## src/rtl/iack_pkg.sv

```systemverilog
package iack_pkg;
    localparam int N_SRC  = 8;
    localparam int RANK_W = 3;
    localparam int STAT_W = 16;
    localparam int DATA_W = 32;
    localparam int RF_W   = 4;
    localparam int CU_W   = 6;

    typedef enum logic [3:0] {
        CC_NONE   = 4'b0000,
        CC_BADSEL = 4'b0010,
        CC_GRANT  = 4'b0100
    } cc_e;
endpackage

```

## src/rtl/iack_src_bank.sv

```systemverilog
module iack_src_bank #(
    parameter int N_SRC  = iack_pkg::N_SRC,
    parameter int RANK_W = iack_pkg::RANK_W,
    parameter int STAT_W = iack_pkg::STAT_W,
    localparam int IDX_W = $clog2(N_SRC)
) (
    input  logic                    clk,
    input  logic                    rst_n,
    input  logic [N_SRC-1:0]        raise,
    input  logic [N_SRC*STAT_W-1:0] stat_in,
    input  logic                    cfg_we,
    input  logic [IDX_W-1:0]        cfg_idx,
    input  logic [RANK_W-1:0]       cfg_rank,
    input  logic                    clr_en,
    input  logic [IDX_W-1:0]        clr_idx,
    output logic [N_SRC-1:0]        pend,
    output logic [N_SRC*STAT_W-1:0] stat_out,
    output logic [N_SRC*RANK_W-1:0] rank_out
);
    typedef struct packed {
        logic [N_SRC-1:0]             pend;
        logic [N_SRC-1:0][STAT_W-1:0] stat;
        logic [N_SRC-1:0][RANK_W-1:0] rank;
    } bank_t;

    bank_t st_d, st_q;

    always_comb begin
        st_d = st_q;
        for (int i = 0; i < N_SRC; i++) begin
            if (clr_en && clr_idx == IDX_W'(i))
                st_d.pend[i] = 1'b0;
            if (raise[i]) begin
                st_d.pend[i] = 1'b1;
                st_d.stat[i] = stat_in[i*STAT_W +: STAT_W];
            end
            if (cfg_we && cfg_idx == IDX_W'(i))
                st_d.rank[i] = cfg_rank;
        end
    end

    always_ff @(posedge clk) begin
        if (!rst_n) begin
            st_q.pend <= '0;
            st_q.stat <= '0;
            for (int i = 0; i < N_SRC; i++)
                st_q.rank[i] <= RANK_W'(i);
        end else begin
            st_q <= st_d;
        end
    end

    assign pend     = st_q.pend;
    assign stat_out = st_q.stat;
    assign rank_out = st_q.rank;
endmodule

```

## src/rtl/iack_prio_pick.sv

```systemverilog
module iack_prio_pick #(
    parameter int N_SRC  = iack_pkg::N_SRC,
    parameter int RANK_W = iack_pkg::RANK_W,
    localparam int IDX_W = $clog2(N_SRC)
) (
    input  logic [N_SRC-1:0]        pend,
    input  logic [N_SRC*RANK_W-1:0] rank,
    output logic                    hit,
    output logic [IDX_W-1:0]        idx
);
    logic [RANK_W-1:0] best;

    // ascending scan with strict compare: equal ranks keep the lower port
    always_comb begin
        hit  = 1'b0;
        idx  = '0;
        best = '0;
        for (int i = 0; i < N_SRC; i++) begin
            if (pend[i] && (!hit || rank[i*RANK_W +: RANK_W] < best)) begin
                hit  = 1'b1;
                idx  = IDX_W'(i);
                best = rank[i*RANK_W +: RANK_W];
            end
        end
    end
endmodule

```

## src/rtl/iack_responder.sv

```systemverilog
module iack_responder #(
    parameter int N_SRC  = iack_pkg::N_SRC,
    parameter int RANK_W = iack_pkg::RANK_W,
    parameter int STAT_W = iack_pkg::STAT_W,
    parameter int DATA_W = iack_pkg::DATA_W,
    parameter int RF_W   = iack_pkg::RF_W,
    parameter int CU_W   = iack_pkg::CU_W,
    localparam int IDX_W = $clog2(N_SRC),
    localparam int PAD_W = DATA_W - STAT_W - IDX_W
) (
    input  logic                    clk,
    input  logic                    rst_n,
    input  logic [N_SRC-1:0]        src_raise,
    input  logic [N_SRC*STAT_W-1:0] src_stat,
    input  logic                    cfg_we,
    input  logic [IDX_W-1:0]        cfg_idx,
    input  logic [RANK_W-1:0]       cfg_rank,
    input  logic                    ack_req,
    input  logic [CU_W-1:0]         ack_cu,
    input  logic [RF_W-1:0]         ack_rf,
    output logic                    rsp_valid,
    output logic [3:0]              rsp_cc,
    output logic                    rsp_wr_en,
    output logic [RF_W-1:0]         rsp_wr_idx,
    output logic [DATA_W-1:0]       rsp_wr_data
);
    import iack_pkg::*;

    typedef struct packed {
        logic              valid;
        logic [3:0]        cc;
        logic              wr_en;
        logic [RF_W-1:0]   wr_idx;
        logic [DATA_W-1:0] wr_data;
    } rsp_t;

    rsp_t rsp_d, rsp_q;

    logic [N_SRC-1:0]        pend;
    logic [N_SRC*STAT_W-1:0] stat_all;
    logic [N_SRC*RANK_W-1:0] rank_all;
    logic                    hit;
    logic [IDX_W-1:0]        win;
    logic                    std_ack;
    logic                    grant;

    assign std_ack = ack_req && (ack_cu == '0);
    assign grant   = std_ack && hit;

    iack_src_bank #(.N_SRC(N_SRC), .RANK_W(RANK_W), .STAT_W(STAT_W)) u_bank (
        .clk      (clk),
        .rst_n    (rst_n),
        .raise    (src_raise),
        .stat_in  (src_stat),
        .cfg_we   (cfg_we),
        .cfg_idx  (cfg_idx),
        .cfg_rank (cfg_rank),
        .clr_en   (grant),
        .clr_idx  (win),
        .pend     (pend),
        .stat_out (stat_all),
        .rank_out (rank_all)
    );

    iack_prio_pick #(.N_SRC(N_SRC), .RANK_W(RANK_W)) u_pick (
        .pend (pend),
        .rank (rank_all),
        .hit  (hit),
        .idx  (win)
    );

    always_comb begin
        rsp_d         = '0;
        rsp_d.valid   = ack_req;
        rsp_d.wr_idx  = ack_rf;
        if (ack_req) begin
            if (!std_ack) begin
                rsp_d.cc = CC_BADSEL;
            end else if (!hit) begin
                rsp_d.cc = CC_NONE;
            end else begin
                rsp_d.cc      = CC_GRANT;
                rsp_d.wr_en   = (ack_rf != '0);
                rsp_d.wr_data = {stat_all[win*STAT_W +: STAT_W], {PAD_W{1'b0}}, win};
            end
        end
    end

    always_ff @(posedge clk) begin
        if (!rst_n) rsp_q <= '0;
        else        rsp_q <= rsp_d;
    end

    assign rsp_valid   = rsp_q.valid;
    assign rsp_cc      = rsp_q.cc;
    assign rsp_wr_en   = rsp_q.wr_en;
    assign rsp_wr_idx  = rsp_q.wr_idx;
    assign rsp_wr_data = rsp_q.wr_data;
endmodule

```

## config.mk

```make
export PLATFORM = sky130hd
export DESIGN_NAME = iack_responder
export DESIGN_NICKNAME = d
export VERILOG_FILES = /design/src/rtl/iack_pkg.sv /design/src/rtl/iack_src_bank.sv /design/src/rtl/iack_prio_pick.sv /design/src/rtl/iack_responder.sv
export SDC_FILE = /design/constraint.sdc
export NUM_CORES = 1
export LEC_CHECK = 0
export BUFFER_PORTS_ARGS = -buffer_cell sky130_fd_sc_hd__buf_4
export CAP_MARGIN = 20
export CORE_UTILIZATION = 50
export DETAILED_ROUTE_END_ITERATION = 12
export PLACE_DENSITY = 0.84
export RECOVER_POWER = 50
export SLEW_MARGIN = 10
export SYNTH_ARGS = -nofsm -noshare
export SYNTH_HDL_FRONTEND = slang
export SYNTH_SLANG_ARGS = --single-unit
```

## constraint.sdc

```tcl
create_clock -name clk -period 12.9 [get_ports clk]
set_input_delay 2.58 -clock clk [delete_from_list [all_inputs] [get_ports clk]]
set_output_delay 2.58 -clock clk [all_outputs]
set_load 0.02 [all_outputs]
```

## Word-level counts from Yosys, hierarchy flattened

Cells that the tools add are included.

| operators by class | value |
|---|---|
| equal/unequal tests | 14 |
| shift operators | 1 |
| mux-type cells | 40 |
| magnitude comparators | 7 |
| reduce and logical (&&, ||, !) cells | 54 |

Operators with widths:

| cell | count |
|---|---|
| variable part select 128 x 8 -> 16 bit | 1 |
| 2-to-1 mux 3 bit | 12 |
| logical AND 1 bit | 25 |
| 2-to-1 mux 1 bit | 25 |
| == test 3 bit, second input constant | 8 |
| less-than comparator 3 bit | 7 |
| nonzero test 2 bit | 8 |
| == test 3 x 2 -> 1 bit, second input constant | 4 |
| zero test 1 bit | 7 |
| logical OR 1 bit | 7 |
| == test 3 x 1 -> 1 bit, second input constant | 2 |
| zero test 3 bit | 2 |
| zero test 6 bit | 1 |
| 2-to-1 mux 2 bit | 3 |
| AND reduction 4 bit | 1 |
| nonzero test 4 bit | 1 |
| AND reduction 3 bit | 1 |
| AND reduction 2 bit | 1 |

| storage, ports and cells | value |
|---|---|
| output and inout bits | 42 |
| word-level logic and storage cells | 147 |
| flip-flop bits (word level) | 201 |
| input bits | 156 |

## Logic depth before layout (Yosys ltp)

| logic depth | value |
|---|---|
| depth after elaboration | 33 |
| gate-level depth with buffers | 54 |
| depth with buffers taken out | 50 |

## By module

From an unflattened synthesis, not the netlist that was laid out.

| second synthesis, totals | value |
|---|---|
| cell total of the unflattened synthesis | 825 |
| area, all modules | 8926.1 µm² |

Modules (own cells, without submodules):

| module | cells each | seq. area each (µm²) | area an instance (µm²) | instances |
|---|---|---|---|---|
| iack_src_bank | 543 | 3203.1 | 6170.9 | 1 |
| iack_responder | 152 | 540.5 | 1856.8 | 1 |
| iack_prio_pick | 130 | 0.0 | 898.4 | 1 |

## Worst setup path after synthesis

No wires, ideal clock.

| timing | value |
|---|---|
| kind | reg-to-reg |
| start | register, netlist name u_bank.pend[0] |
| end | register rsp_q (netlist bit rsp_wr_data[26]) |
| arrival time | 9.347 ns |
| path buffers | 4 |
| cell stages (with the launch flop) | 53 |
| setup time | 0.134 ns |
| period minus slack after synthesis | 9.481 ns |
| slack | 3.419 ns |
| required time | 12.766 ns |
| cell sequence | dfxtp_1 -> buf_2 -> nand2_1 -> ha_1 -> a21o_1 -> a21oi_1 -> o21ai_0 -> mux2i_1 -> inv_1 -> ha_1 -> a21oi_1 -> o211ai_1 -> a31oi_1 -> mux2i_1 -> ha_1 -> a21oi_1 -> and2_1 -> o31a_1 -> [17 not listed] -> o32ai_1 -> a32oi_1 -> nand2_1 -> o21ai_2 -> nor2_1 -> a21o_1 -> ha_1 -> a211oi_1 -> nand2_1 -> nor2b_1 -> a2bb2oi_2 -> o21a_1 -> buf_4 -> and2_4 -> buf_6 -> buf_8 -> a222oi_1 -> a211oi_1 |

| between the ends | value |
|---|---|
| longest elaborated chain between the ends | 30 |
| elaborated cells between the ends (all ways) | 52 |
| classes of those cells | order compare (7); shift (1); mux (22); reduce/logical (22) |

RTL lines:

| what | RTL line | source |
|---|---|---|
| 2-to-1 mux 3 bit / 2-to-1 mux 1 bit (equally long branches) | iack_prio_pick.sv:19 | `if (pend[i] && (!hit \|\| rank[i*RANK_W +: RANK_W] < best)) begin` |
| less-than comparator 3 bit / zero test 1 bit (equally long branches) | iack_prio_pick.sv:19 |  |
| logical OR 1 bit | iack_prio_pick.sv:19 |  |
| logical AND 1 bit | iack_prio_pick.sv:19 |  |
| 2-to-1 mux 3 bit / 2-to-1 mux 1 bit (equally long branches) | iack_prio_pick.sv:19 |  |
| less-than comparator 3 bit / zero test 1 bit (equally long branches) | iack_prio_pick.sv:19 |  |
| logical OR 1 bit | iack_prio_pick.sv:19 |  |
| logical AND 1 bit | iack_prio_pick.sv:19 |  |
| [14 not listed] | n/a |  |
| logical OR 1 bit | iack_prio_pick.sv:19 |  |
| logical AND 1 bit | iack_prio_pick.sv:19 |  |
| 2-to-1 mux 3 bit / 2-to-1 mux 1 bit (equally long branches) | iack_prio_pick.sv:19 |  |
| less-than comparator 3 bit / zero test 1 bit (equally long branches) | iack_prio_pick.sv:19 |  |
| logical OR 1 bit | iack_prio_pick.sv:19 |  |
| logical AND 1 bit | iack_prio_pick.sv:19 |  |
| 2-to-1 mux 3 bit / 2-to-1 mux 1 bit (equally long branches) | iack_prio_pick.sv:19 |  |
| variable part select 128 x 8 -> 16 bit / AND reduction 4 bit (equally long branches) | n/a |  |
| end signal, assigned | iack_responder.sv:91 | `else rsp_q <= rsp_d;` |
| end, declared | iack_responder.sv:37 | `rsp_t rsp_d, rsp_q;` |

Parallel ways exist; a longest one is shown, timed or not.
A chain may end at the register's enable or synchronous reset.

## Worst setup path in the final report

| timing | value |
|---|---|
| start | register, netlist name u_bank.pend[0] |
| end | register rsp_q (netlist bit rsp_wr_data[24]) |

| between the ends | value |
|---|---|
| longest elaborated chain between the ends | 30 |
| elaborated cells between the ends (all ways) | 52 |
| classes of those cells | order compare (7); shift (1); mux (22); reduce/logical (22) |

RTL lines:

| what | RTL line |
|---|---|
| 2-to-1 mux 3 bit / 2-to-1 mux 1 bit (equally long branches) | iack_prio_pick.sv:19 |
| less-than comparator 3 bit / zero test 1 bit (equally long branches) | iack_prio_pick.sv:19 |
| logical OR 1 bit | iack_prio_pick.sv:19 |
| logical AND 1 bit | iack_prio_pick.sv:19 |
| 2-to-1 mux 3 bit / 2-to-1 mux 1 bit (equally long branches) | iack_prio_pick.sv:19 |
| less-than comparator 3 bit / zero test 1 bit (equally long branches) | iack_prio_pick.sv:19 |
| logical OR 1 bit | iack_prio_pick.sv:19 |
| logical AND 1 bit | iack_prio_pick.sv:19 |
| [14 not listed] | n/a |
| logical OR 1 bit | iack_prio_pick.sv:19 |
| logical AND 1 bit | iack_prio_pick.sv:19 |
| 2-to-1 mux 3 bit / 2-to-1 mux 1 bit (equally long branches) | iack_prio_pick.sv:19 |
| less-than comparator 3 bit / zero test 1 bit (equally long branches) | iack_prio_pick.sv:19 |
| logical OR 1 bit | iack_prio_pick.sv:19 |
| logical AND 1 bit | iack_prio_pick.sv:19 |
| 2-to-1 mux 3 bit / 2-to-1 mux 1 bit (equally long branches) | iack_prio_pick.sv:19 |
| variable part select 128 x 8 -> 16 bit / AND reduction 4 bit (equally long branches) | n/a |

Parallel ways exist; a longest one is shown, timed or not.

==> results by group <==
Routing
  • Vias: 7004
  • Via density per instance: 5.56
  • Initial DRC count: 500
  • Drc violations: 0
  • Initial DRT Pass Iterations: 6
  • WL/cell: 18.3 µm
  • Wirelength, routed: 23000 µm
  • Routed Antenna Nets: 0

Run status
  • Failing checks: max-capacitance violations, max-slew violations
  • Status: finished with violations

Power
  • Sw Share: 0.288
  • Leak: 4.66 nW
  • Power Internal: 1.00 mW
  • Sequential share of power: 0.445
  • Peak supply drop: 0.0000994 V
  • Pwr Density: 130 nW/µm²
  • Clk pwr share: 0.374
  • NetSw: 0.404 mW
  • Logic pwr share: 0.181

Yosys
  • Post-Syn Area per Cell: 10.1 µm²
  • Ranking of synthesized cells by area: dfxtp_1 42%, mux2i_1 20%, nor2b_1 10%
  • Synth Cell Area: 8910 µm²
  • Register area share after synthesis: 0.420
  • Post-Synthesis Cells: 881
  • Synth Warn #: 0
  • Yosys top cell area share: 0.420
  • Async SR Flop Fraction: 0
  • EDFF count, synth: 0
  • Yosys cell types: 64
  • Number of synthesized register bits: 187
  • Main synth FF type: dfxtp_1
  • Synth area leader: dfxtp_1

STA
  • Slew Limit Fails: 143
  • Max transition margin: -0.881
  • RSZ-0062 raised after global routing: false
  • Hold Worst Slack: 0.477 ns
  • Setup_tns: 0 ns
  • Max Clock Freq: 86.8 MHz
  • Setup ws final: 1.37 ns
  • Final Skew: 0.00907 ns
  • Tcrit/Tclk final: 0.893
  • Minimum clock period after layout: 11.53 ns
  • Worst Tran Pin Value: 2.82 ns
  • Final hold vios: 0
  • Final Setup Violations: 0

Floorplanning
  • I/O pin cnt: 198
  • Row count: 48
  • Die span in x: 135 µm
  • Die Footprint: 18400 µm²
  • Area of the core: 17400 µm²
  • Die Span Y: 135 µm
  • Starting Density: 0.513

Clocking
  • Root buffer cell: clkbuf_16
  • Resized Gates After CTS: 0
  • CTS tree: yes
  • H-Tree Depth: 4
  • Postcts setup bufs: 0
  • # hold bufs at CTS: 0
  • Clock Sink Count: 187
  • CTS Buffer Depth: 2
  • Clock Latency Late Sink: 0.44 ns
  • Num CTS Buffers: 17
  • Clk slew on worst S/H paths: 0.07 ns

Layout
  • Share of cells above drive strength 1: 0.227
  • P&R area growth vs syn: 20.9%
  • Ant diodes: 0
  • Final net count: 1192

Placement
  • Post-Place Worst Slack: 1.52 ns
  • Dpl hpwl: 16300 µm
  • Port Buffer Count: 182
  • Global placement routability congestion: 0.858

GRT
  • Vias in the first global route: 6715
  • Total GRT Usage: 0.255
  • Largest net degree at the start of global routing: 141
  • Total congestion overflow: 0
  • First-pass GRT wire length: 35500 µm
  • Antenna violations before repair: 0

Worst setup path
  • CP max-delay cell: a21o_1
  • Critical Path Source Type: flop
  • Worst-path maximum fanout: 30
  • CP endpoint kind: flop
  • Max incr delay on CP: 0.83 ns
  • Setup CP Type: reg -> reg
  • Worst path arrival time: 11.84 ns
  • WP data required: 13.22 ns

Job
  • Max Cap Viol: 2

Hold path
  • Min-Delay Path Class: reg -> reg
-- cell type report --
cell class | count | area, µm²
fillers | 1433 | 6580
multi-input cells | 620 | 4770
flip-flops and latches | 187 | 3740
repair buffers | 185 | 1340
clock buffers | 18 | 439
well taps | 225 | 282
clock inverters | 13 | 149
inverters | 11 | 41.3
-- stage by stage --
stage	cells	util	power, mW	instance area, µm²
3_5_place_dp	1227	0.589	0.888	10200
3_3_place_gp	1227	0.589	0.883	10200
5_1_grt	1259	0.621	1.46	10800
4_1_cts	1258	0.623	1.41	10800
2_1_floorplan	895	-	0.814	8960
6_report	1259	0.621	1.40	10800
-- layout by cell type (no fill, tap or decap), types with 3 or more instances in the layout --
cell type / n
buf_4: 172
inv_6: 4
inv_8: 4
and2_1: 8
a222oi_1: 11
a31oi_1: 3
a211oi_1: 14
o21ai_1: 3
o2bb2ai_1: 7
a21oi_1: 25
nand2b_1: 4
inv_1: 11
nor2b_1: 148
mux2_2: 12
dfxtp_1: 187
a22oi_1: 5
o21ai_0: 12
nand4b_1: 3
nand2_1: 42
nand4_1: 3
conb_1: 15
nor4_1: 3
o211ai_1: 6
o21a_1: 17
ha_1: 14
a21o_1: 5
clkbuf_1: 12
and2_0: 4
nor2_1: 17
and3_1: 3
o2111ai_1: 3
mux2i_1: 176
clkbuf_16: 17
nor3_1: 7
o31a_1: 5
nand3_1: 6
a221oi_2: 5
-- cell families after synthesis --
kind of cell             count (synthesis)  synth area share
flip-flops                             187             0.420
buffers and inverters                   88            0.0508
multiplexers                           189             0.214
adder cells (fa/ha/maj)                 14            0.0197
AND/OR/NAND/NOR                        256             0.164
AO/OA/AOI/OAI                          146             0.131
other                                    1          0.000421
-- worst paths after layout --
path / startpoint / end / slack (ns) / depth (start not counted)
worst max-delay path: u_bank.pend[0]$_SDFFE_PN0P_ / rsp_wr_data[24]$_SDFF_PN0_ / 1.37 / 48
worst max register to register: u_bank.pend[0]$_SDFFE_PN0P_ / rsp_wr_data[24]$_SDFF_PN0_ / 1.37 / 48
worst min-delay path: u_bank.stat_out[32]$_SDFFE_PN0P_ / rsp_wr_data[16]$_SDFF_PN0_ / 0.48 / 2
worst min register to register: u_bank.stat_out[32]$_SDFFE_PN0P_ / rsp_wr_data[16]$_SDFF_PN0_ / 0.48 / 2
-- state kept, by name (all words and copies together) (netlist names) --
name	count
rsp_wr_idx	4
u_bank.stat_out	128
rsp_valid	1
u_bank.rank_out	24
rsp_cc	2
rsp_wr_en	1
rsp_wr_data	19
u_bank.pend	8
-- Yosys cell counts (3+ instances only) --
library cell and count:
a222oi_1 11, o211ai_1 6, inv_1 11, dfxtp_1 187
nor2b_1 148, mux2_2 12, nand4b_1 3, nor4_1 3
o2bb2ai_1 7, buf_4 22, nand2_1 42, o31a_1 5
nor2_1 17, nand4_1 3, o21ai_1 3, and3_1 3
a221oi_2 5, mux2i_1 176, nand3_1 6, o2111ai_1 3
a21oi_1 25, o21ai_0 12, clkbuf_1 41, nand2b_1 4
nor3_1 7, a22oi_1 5, a31oi_1 3, a21o_1 5
a211oi_1 14, ha_1 14, and2_1 12, o21a_1 17
buf_2 11
-- routing by layer --
layer,wire length (µm),GRT usage,up-vias
met4,477,0.0924,0
met2,11300,0.425,245
met1,9510,0.303,3340
met3,1740,0.0872,30
met5,0,0,-
li1,-,-,3389
-- critical path: cells and delay by family (launching register included) --
kind,cells,cell delay (ns)
compound gates,27,6.71
fa+ha+maj,7,2.16
simple gates,11,1.33
mux,2,0.59
flops,1,0.55
buf+inv,1,0.07
-- power by group through the flow --
| stage | combinational (mW) | sequential [mW] | clock [mW] |
|---|---|---|---|
| after floorplan | 0.184 | 0.631 | 0 |
| after global placement | 0.247 | 0.636 | 0 |
| after detailed placement | 0.251 | 0.637 | 0 |
| after CTS | 0.253 | 0.624 | 0.529 |
| after global routing | 0.275 | 0.627 | 0.555 |
| final | 0.254 | 0.625 | 0.526 |
Note: power is estimated with default switching activity, not from simulation.
